===== config.mk =====
export PLATFORM = sky130hd
export DESIGN_NAME = gated_reload_timer
export DESIGN_NICKNAME = d
export VERILOG_FILES = /design/src/rtl/gated_reload_timer.sv
export SDC_FILE = /design/constraint.sdc
export NUM_CORES = 1
export LEC_CHECK = 0
export BUFFER_PORTS_ARGS = -buffer_cell sky130_fd_sc_hd__buf_2
export CAP_MARGIN = 10
export CORE_MARGIN = 2
export CORE_UTILIZATION = 45
export CTS_BUF_LIST = sky130_fd_sc_hd__clkbuf_8
export CTS_CLUSTER_SIZE = 8
export DETAILED_ROUTE_END_ITERATION = 8
export PLACE_DENSITY = 0.74
export SLEW_MARGIN = 20
export SYNTH_ARGS = -nofsm -noshare
export SYNTH_HDL_FRONTEND = slang
export SYNTH_SLANG_ARGS = --single-unit

===== constraint.sdc =====
create_clock -name clk -period 1.9 [get_ports clk]
set_clock_uncertainty 0.05 [all_clocks]
set_input_delay 0.38 -clock clk [delete_from_list [all_inputs] [get_ports clk]]
set_output_delay 0.38 -clock clk [all_outputs]
set_load 0.1 [all_outputs]

===== src/rtl/gated_reload_timer.sv =====
module gated_reload_timer #(
  parameter int BYTE_W      = 8,
  parameter int SYNC_STAGES = 2
) (
  input  logic              clk,
  input  logic              rst_n,
  input  logic              run_en,
  input  logic              gate_en,
  input  logic              gate_pol,
  input  logic              gate_pin,
  input  logic              src_sel,
  input  logic              clk_sel,
  input  logic              prescale_tick,
  input  logic              count_pin,
  input  logic              mode16,
  input  logic              irq_en,
  input  logic              wr_lo,
  input  logic              wr_hi,
  input  logic [BYTE_W-1:0] wr_data,
  input  logic              clr_ovf,
  output logic [BYTE_W-1:0] lo_q,
  output logic [BYTE_W-1:0] hi_q,
  output logic              ovf_flag,
  output logic              irq
);
  localparam int                MSB      = SYNC_STAGES - 1;
  localparam logic [BYTE_W-1:0] BYTE_MAX = '1;

  logic [SYNC_STAGES-1:0] cnt_sync, gate_sync;
  logic cnt_prev;
  logic pin_fall, gate_act, run_ok, int_tick, cnt_tick, wr_any;
  logic lo_full, hi_full, ovf_evt;

  always_ff @(posedge clk or negedge rst_n) begin
    if (!rst_n) begin
      cnt_sync  <= '1;
      cnt_prev  <= 1'b1;
      gate_sync <= '0;
    end else begin
      cnt_sync  <= {cnt_sync[SYNC_STAGES-2:0], count_pin};
      cnt_prev  <= cnt_sync[MSB];
      gate_sync <= {gate_sync[SYNC_STAGES-2:0], gate_pin};
    end
  end

  assign pin_fall = cnt_prev & ~cnt_sync[MSB];
  assign gate_act = gate_sync[MSB] ^ gate_pol;
  assign run_ok   = run_en & (~gate_en | gate_act);
  assign int_tick = clk_sel ? 1'b1 : prescale_tick;
  assign cnt_tick = run_ok & (src_sel ? pin_fall : int_tick);
  assign wr_any   = wr_lo | wr_hi;

  assign lo_full  = (lo_q == BYTE_MAX);
  assign hi_full  = (hi_q == BYTE_MAX);
  assign ovf_evt  = cnt_tick & ~wr_any & lo_full & (~mode16 | hi_full);

  always_ff @(posedge clk or negedge rst_n) begin
    if (!rst_n) begin
      lo_q <= '0;
      hi_q <= '0;
    end else if (wr_any) begin
      if (wr_lo) lo_q <= wr_data;
      if (wr_hi) hi_q <= wr_data;
    end else if (cnt_tick) begin
      if (!mode16 && lo_full) lo_q <= hi_q;
      else                    lo_q <= lo_q + 1'b1;
      if (mode16 && lo_full)  hi_q <= hi_q + 1'b1;
    end
  end

  always_ff @(posedge clk or negedge rst_n) begin
    if (!rst_n)       ovf_flag <= 1'b0;
    else if (ovf_evt) ovf_flag <= 1'b1;
    else if (clr_ovf) ovf_flag <= 1'b0;
  end

  assign irq = ovf_flag & irq_en;
endmodule



==> flow_metrics.tcl, run 1 <==
set metrics [dict create \
    vias_per_cell 6.04 \
    regToRegSetupSlack_ns 0.06 \
    end_kind "flop" \
    netSwitchingPower_mw 0.724 \
    clkSinkCount 22 \
    finalSetupViolCount 0 \
    run_status "complete, no violations" \
    drtPass1Iterations 4 \
    yosys_warnings 0 \
    grt_antenna_before_repair 0 \
    fp.dieW_um 59.9 \
    syn_to_final_growth_pct 32.9 \
    clockBufferDepth 2 \
    yosysTopAreaCellShare_pct 33.9 \
    cp-start-kind "flop" \
    hold_path.class "in -> async" \
    layout.nets 234 \
    use_met3_pct 4.11 \
    grtUsageTotal_pct 24.1 \
    grt_max_degree 23 \
    insertion_delay_ns 0.27 \
    tightestPinTransition_ns 0.510 \
    drt-initial-drc-count 100 \
    required_ns 2.06 \
    combPwrFrac_pct 38.5 \
    fin_crit_ns 1.84 \
    netlist_top_cells_area "dfrtp_1 34%, dfstp_2 5.6%, nand2_1 3.7%" \
    drtAntennaViolNets 0 \
    p_leak_nw 0.786 \
    fmax_ghz 0.545 \
    placedCellCount 237 \
    power_density_nw_per_um2 913 \
    synthDistinctLibCells 46 \
    final_cells 241 \
    rsz0062_at_grt "true" \
    grt_pass1_wl_um 6420 \
    slew_viol_final 0 \
    layout-drive-gt1-share_pct 42.3 \
    hold_violations 0 \
    cpMaxStageDelayCell "or4_4" \
    clkTransAtPathRegs_ns 0.08 \
    timing.final.crit_share_pct 96.6 \
    ios 41 \
    synth_fp_nets 183 \
    ys_seq_elements 22 \
    grt_pass1_vias 1343 \
    gr-usage-met2_pct 37.9 \
    post_drt_wl_per_cell_um 16.3 \
    netlist_area_um2 1400 \
    place_hpwl_um 2970 \
    path_cells "ha_4 > and3_4 > nand2_4 > or4_4 > nor4_2 > a211o_1" \
    max_slew_margin_pct 66.0 \
    critPathKind "reg -> reg" \
    cts_tree "yes" \
    yosysSeqAreaShare_pct 39.5 \
    gp_congestion 0.901 \
    yosys.area.top_type "dfrtp_1" \
    die_h_um 59.9 \
    cap_viol_max_count 0 \
    core_region_area_um2 3000 \
    power_frac_clock_pct 26.2 \
    critPathMaxFanout 4 \
    cts_buffers 3 \
    grt-busiest-layer "met2" \
    routed_wirelength_um 3930 \
    via_count 1456 \
    p_sw_share_pct 42.5 \
    row_count 20 \
    reg2regPathDepth 6 \
    cts-root-buf "clkbuf_8" \
    synthCells 158 \
    antenna_cells 0 \
    seqPwrFrac_pct 35.3 \
    path_buf_inv 0 \
    power.internal_mw 0.979 \
    synth-edff-count 0 \
    drc 0 \
    grt-ovfl-total 0 \
    port-buffer-count 40 \
    initial_utilization_pct 46.7 \
    cp_top_family "simple AND/OR/NAND/NOR gates" \
    slowest_delay_ns 0.57 \
    holdWs_ns 0.0209 \
    critPathArrivalTime_ns 1.99 \
    ys.flop_type "dfrtp_1" \
    synthArstFlopShare_pct 100 \
    dieArea_um2 3580 \
    syn_avg_cell_area_um2 8.89 \
    htree_levels 1 \
    ir_drop_v 0.000386 \
    cp_num_cells 6 \
    use_met1_pct 32.5 \
]
==> placed cells by master, fill, tap and decap left out, types with 4 or more instances in the layout <==
cell type and n:
inv_1 6, nand2_1 13, nor4_1 4, nand3_1 7, buf_4 13, buf_2 40, dfrtp_1 6, dfrtp_4 6
nand4_1 5, nor2_1 12, a21oi_1 10, o21ai_0 6, dfrtp_2 7, nor3_1 6
==> timing repair <==
item                       4_1_cts  5_1_grt
setup endpoints to repair        1        7
hold buffers                     0        0
buffers inserted                 0        0
resized for setup                0        8
pin swaps                        1        1
==> worst register-to-register path, cell delays in order (launching register included) <==
cell     delay [ns]
dfrtp_4        0.43
ha_4           0.16
and3_4         0.22
nand2_4        0.06
or4_4          0.58
nor4_2         0.15
a211o_1        0.12
==> flip-flops by register name (all words and copies together) (netlist names) <==
register / cells
lo_q: 8
hi_q: 8
ovf_flag: 1
cnt_prev: 1
gate_sync: 2
cnt_sync: 2
==> power groups by stage <==
| stage | clock network, mW | registers, mW | logic [mW] |
|---|---|---|---|
| after floorplan | 0 | 0.911 | 0.183 |
| after global routing | 0.472 | 0.614 | 0.691 |
| after CTS | 0.451 | 0.600 | 0.648 |
| after global placement | 0 | 0.607 | 0.636 |
| final | 0.446 | 0.602 | 0.656 |
| after detailed placement | 0 | 0.610 | 0.645 |
==> cells in the mapped netlist (2+ instances only) <==
cell       instances
o21ai_0            6
inv_1              6
nor4b_1            2
dfstp_2            3
nand2_1           14
mux2i_1            2
a41oi_1            3
ha_1               2
dfrtp_1           19
nor3_1             8
a21oi_1           10
and3_1             4
xnor2_1            3
clkbuf_1           4
nand2b_1           2
o22ai_1            3
nor2b_1            3
buf_2              3
o2bb2ai_1          3
nand3_1            7
a211oi_1           2
a31oi_1            2
and2_1             3
nor2_1            13
nor4_1             4
nand4_1            5
a211o_1            3
==> metrics by stage <==
stage	area, um2	setup slack (ns)	util, %	TNS [ns]	total power, mW
floorplan	1460	-0.115	-	-0.486	1.09
global placement	1760	0.0587	58.6	0	1.24
detailed placement	1760	0.0117	58.6	0	1.26
CTS	1830	0.0292	61.0	0	1.70
global route	1870	-0.00331	62.1	-0.00331	1.78
finish	1870	0.0648	62.1	0	1.70
==> cell type report <==
cell class	instances	area [um2]
fillers	262	1140
multi-input cells	122	836
flip-flops and latches	22	586
repair buffers	54	309
clock buffers	3	41.3
well taps	33	41.3
clock inverters	1	30.0
inverters	6	22.5
==> routing by layer <==
| metal | vias up | routed length (um) |
|---|---|---|
| li1 | 692 | - |
| met1 | 690 | 1650 |
| met2 | 62 | 1900 |
| met3 | 12 | 278 |
| met4 | 0 | 103 |
| met5 | - | 0 |
==> cell families after synthesis <==
logic type | synth area share, %
compound gates | 20.9
xor+xnor | 1.87
flops | 39.5
simple gates | 30.0
mux | 1.43
fa+ha+maj | 1.78
buf+inv | 4.54
==> final timing paths <==
kind	from	endpoint
worst min register to register	cnt_sync[0]	cnt_sync[1]
worst max register to register	lo_q[1]	hi_q[3]
min in group clk	count_pin	cnt_sync[0]
max in group asynchronous	rst_n	lo_q[0]
worst max-delay path	lo_q[1]	hi_q[3]
worst min-delay path	rst_n	lo_q[6]
(Power assumes the default switching activity.)
==> run 2, diff against run 1 <==
CELL_PAD_IN_SITES_DETAIL_PLACEMENT = 0   (was unset)
CELL_PAD_IN_SITES_GLOBAL_PLACEMENT = 1   (was unset)
CORE_UTILIZATION = 35   (was 45)
PLACE_DENSITY = unset   (was 0.74)
PLACE_DENSITY_LB_ADDON = 0.1   (was unset)
==> flow_metrics.tcl, run 2 (synthesized netlist as in run 1, its figures left out) <==
set metrics [dict create \
    run_status "complete, no violations" \
    ctsHoldBuffers 0 \
    final_common_cell "buf_2" \
    setup_tns_ns 0 \
    layout-drive-gt1-share_pct 43.2 \
    grt-ovfl-total 0 \
    grt_max_degree 23 \
    fp.dieW_um 67.3 \
    drtAntennaViolNets 0 \
    final_util_pct 48.7 \
    drc 0 \
    holdWs_ns 0.0338 \
    dpl_worst_slack_ns -0.0395 \
    rsz0062_at_grt "false" \
    clkTransAtPathRegs_ns 0.09 \
    layout_setup_ws_ns 0.0779 \
    rr_startpoint "lo_q[1]" \
    hold_violations 0 \
    slowest_delay_ns 0.43 \
    vias_per_cell 5.67 \
    placed_area_um2 1820 \
    cap_viol_max_count 0 \
    fin_area_um2 1920 \
    multi_input_area_um2 822 \
    grt_pass1_vias 1506 \
    die_h_um 67.3 \
    path_buf_inv 1 \
    grtUsageTotal_pct 22.1 \
    cts_buffers 3 \
    cp_top_family "simple AND/OR/NAND/NOR gates" \
    critPathMaxFanout 5 \
    timing.final.crit_share_pct 95.9 \
    tightestPinTransition_ns 0.554 \
    routed_wirelength_um 4610 \
    p_sw_share_pct 42.8 \
    regToRegSetupSlack_ns 0.08 \
    end_kind "flop" \
    cp-start-kind "flop" \
    cts-root-buf "clkbuf_8" \
    antenna_cells 0 \
    grt_antenna_before_repair 0 \
    drtPass1Iterations 4 \
    max_slew_margin_pct 63.0 \
    combPwrFrac_pct 38.9 \
    core_region_area_um2 3940 \
    seq_area_um2 586 \
    port-buffer-count 40 \
    cpMaxStageDelayCell "dfrtp_4" \
    post_drt_wl_per_cell_um 17.5 \
    via_count 1492 \
    netSwitchingPower_mw 0.743 \
    layout.nets 239 \
    insertion_delay_ns 0.27 \
    p_leak_nw 0.801 \
    cts_tree "yes" \
    fmax_ghz 0.549 \
    htree_levels 1 \
    fin_crit_ns 1.82 \
    place_hpwl_um 3540 \
    layout_common_cells "40 x buf_2, 16 x buf_4, 13 x nand2_1" \
    gp_congestion 0.830 \
    power_density_nw_per_um2 905 \
    power_frac_clock_pct 26.1 \
    hold_path.class "in -> async" \
    grt_pass1_wl_um 7430 \
    reg.largest.list "hi_q: 8 flops, lo_q: 8 flops" \
    r2r_end "hi_q[6]" \
    required_ns 2.03 \
    initial_utilization_pct 35.6 \
    seqPwrFrac_pct 35.0 \
    drt-initial-drc-count 164 \
    power.internal_mw 0.992 \
    clockBufferDepth 2 \
    finalSetupViolCount 0 \
    ir_drop_v 0.000362 \
    cts_setup_buffers 0 \
    row_count 23 \
    reg2regPathDepth 7 \
    slew_viol_final 0 \
    clkSinkCount 22 \
    path_cells "ha_4 > and3_4 > nand2_2 > buf_4 > nor4_4 > a211oi_1 > a211oi_1" \
    critPathArrivalTime_ns 1.95 \
    ios 41 \
    dieArea_um2 4530 \
    num-fill-cells 388 \
    syn_to_final_growth_pct 36.6 \
    critPathKind "reg -> reg" \
    cp_common_cell "a211oi_1" \
]
## run 2: changes by cell type in the layout (fill, tap and decap cells not counted)
cell,before,now
nor3_2,2,0
buf_6,1,3
a221oi_2,0,1
nor2_2,0,1
buf_4,13,16
a221oi_1,1,0
nor3_1,6,8
nand2_4,1,0
nand2_2,0,1
nor2_4,1,0
## run 2: cell type report
| cell class | count | share of cell area, % |
|---|---|---|
| timing repair buffer | 59 | 18.5 |
| tap | 50 | 3.26 |
| inverter | 6 | 1.17 |
| sequential | 22 | 30.5 |
| multi-input combinational | 122 | 42.9 |
| clock inverter | 1 | 1.57 |
| clock buffer | 3 | 2.15 |
## run 2: how the worst max path moves through the flow
| stage | start | endpoint | depth (start not counted) |
|---|---|---|---|
| 5_1_grt | cnt_prev | lo_q[1] | 7 |
| 4_1_cts | lo_q[0] | hi_q[0] | 7 |
| 3_5_place_dp | cnt_prev | hi_q[0] | 6 |
| 6_report | lo_q[1] | hi_q[6] | 7 |
| 2_1_floorplan | lo_q[0] | hi_q[0] | 7 |
| 3_3_place_gp | cnt_prev | hi_q[1] | 5 |
## run 2: metal layers
layer  part of all wire, %  global-route usage [%]  vias up
met5                     0                       0        -
met1                    44                    30.2      727
met3                   6.6                    2.17        4
met2                    49                    36.4       60
li1                      -                       -      701
met4                  0.89                    7.91        0
## run 2: timing repair
| action | 4_1_cts | 5_1_grt |
|---|---|---|
| gates resized for setup | 1 | 6 |
| endpoints found under the setup margin | 4 | 11 |
| pin swaps | 2 | 2 |
## run 2: power by group through the flow
stage	logic (mW)	registers, mW	clock network, mW
floorplan	0.183	0.911	0
global placement	0.658	0.612	0
detailed placement	0.667	0.615	0
CTS	0.669	0.606	0.461
global route	0.716	0.618	0.477
finish	0.675	0.607	0.453
## run 2: per-stage QoR
| step | instances | power, mW |
|---|---|---|
| floorplan | 158 | 1.09 |
| global placement | 259 | 1.27 |
| detailed placement | 259 | 1.28 |
| CTS | 263 | 1.74 |
| global route | 263 | 1.81 |
| finish | 263 | 1.74 |
==> run 3, diff against run 2 <==
CORE_ASPECT_RATIO = 0.75   (was unset)
GPL_ROUTABILITY_DRIVEN = 1   (was unset)
==> flow_metrics.tcl, run 3 (synthesized netlist as in run 1, its figures left out) <==
set metrics [dict create \
    run_status "complete, no violations" \
    final_common_cell "buf_2" \
    power_frac_clock_pct 22.0 \
    port-buffer-count 40 \
    die_h_um 58.8 \
    post_drt_wl_per_cell_um 16.5 \
    hold_path.class "in -> async" \
    antenna_cells 0 \
    cp_top_family "compound AO/OA/AOI/OAI gates" \
    drtAntennaViolNets 0 \
    p_leak_nw 0.793 \
    clkTransAtPathRegs_ns 0.09 \
    fmax_ghz 0.540 \
    layout_setup_ws_ns 0.0494 \
    cts_buffers 3 \
    critPathArrivalTime_ns 1.96 \
    cts-root-buf "clkbuf_8" \
    grt_antenna_before_repair 0 \
    cp-start-kind "flop" \
    tightestPinTransition_ns 0.525 \
    holdWs_ns 0.0254 \
    syn_to_final_growth_pct 36.6 \
    path_buf_inv 1 \
    row_count 19 \
    ir_drop_v 0.000447 \
    reg.largest.list "hi_q: 8 flops, lo_q: 8 flops" \
    cap_viol_max_count 0 \
    startpoint "cnt_prev" \
    hold_violations 0 \
    drc 0 \
    dpl_worst_slack_ns 0.0332 \
    cpMaxStageDelayCell "dfstp_2" \
    insertion_delay_ns 0.27 \
    initial_utilization_pct 37.4 \
    path_cells "nand2b_4 > a211o_1 > buf_4 > o31ai_2 > nor2_1 > a211o_1" \
    grt_pass1_vias 1412 \
    power_density_nw_per_um2 853 \
    timing.final.crit_share_pct 97.4 \
    layout-drive-gt1-share_pct 43.6 \
    num-fill-cells 391 \
    seqPwrFrac_pct 37.2 \
    cp_common_cell "a211o_1" \
    power.internal_mw 0.893 \
    drtPass1Iterations 4 \
    rr_startpoint "cnt_prev" \
    grtUsageTotal_pct 19.7 \
    clkSinkCount 22 \
    place_hpwl_um 3220 \
    critPathMaxFanout 4 \
    layout_common_cells "40 x buf_2, 15 x buf_4, 13 x nand2_1" \
    grt_pass1_wl_um 6930 \
    critPathKind "reg -> reg" \
    grt_max_degree 23 \
    finalSetupViolCount 0 \
    end_kind "flop" \
    required_ns 2.01 \
    via_count 1453 \
    placed_area_um2 1810 \
    fin_area_um2 1920 \
    slowest_delay_ns 0.55 \
    routed_wirelength_um 4340 \
    cts_tree "yes" \
    p_sw_share_pct 45.4 \
    gp_congestion 0.881 \
    rsz0062_at_grt "true" \
    power_mw 1.64 \
    fp.dieW_um 77.1 \
    grt-ovfl-total 0 \
    slew_viol_final 0 \
    netSwitchingPower_mw 0.742 \
    ios 41 \
    ctsHoldBuffers 0 \
    fin_crit_ns 1.85 \
    dieArea_um2 4540 \
    setup_tns_ns 0 \
    core_region_area_um2 3760 \
    drt-initial-drc-count 48 \
    clockBufferDepth 2 \
    layout.nets 237 \
    htree_levels 1 \
    vias_per_cell 5.52 \
    combPwrFrac_pct 40.9 \
    max_slew_margin_pct 65.0 \
]
-- run 3: per-layer routing --
metal	vias up	GRT usage (%)	routed length, um
li1	702	-	-
met1	691	28.5	2120
met2	52	30.6	1870
met3	8	3.99	288
met4	0	4.85	63
met5	-	0	0
-- run 3: repair_timing --
item | in CTS | in global routing
buffers inserted | 0 | 1
gates resized for setup | 0 | 9
endpoints found under the setup margin | 0 | 11
-- run 3: path summary, 6_finish.rpt --
| path | cells after the start | slack [ns] | end |
|---|---|---|---|
| worst max-delay path | 6 | 0.05 | hi_q[3] |
| worst min-delay path | 1 | 0.03 | hi_q[5] |
| worst max register to register | 6 | 0.05 | hi_q[3] |
| worst min register to register | 0 | 0.31 | cnt_sync[1] |
| max in group asynchronous | 1 | 1.38 | lo_q[0] |
| min in group clk | 1 | 0.15 | cnt_sync[0] |
-- run 3: cell type report --
type	instances	area, um2	area share (%)
Timing Repair Buffer	57	344	17.9
Tap cell	52	65.1	3.39
Sequential cell	22	586	30.5
Inverter	6	22.5	1.17
Clock buffer	4	55.1	2.87
Multi-Input combinational cell	122	846	44.1
-- run 3: per-stage QoR --
stage / util [%] / std cells
3_3_place_gp: 48.2 / 258
3_5_place_dp: 48.2 / 258
5_1_grt: 51.1 / 263
2_1_floorplan: - / 158
6_report: 51.1 / 263
4_1_cts: 49.7 / 262
-- run 3: power by group through the flow --
stage | logic, mW | registers (mW) | clock network (mW)
CTS | 0.658 | 0.603 | 0.370
floorplan | 0.183 | 0.911 | 0
detailed placement | 0.656 | 0.612 | 0
finish | 0.669 | 0.608 | 0.359
global route | 0.710 | 0.615 | 0.391
global placement | 0.654 | 0.611 | 0
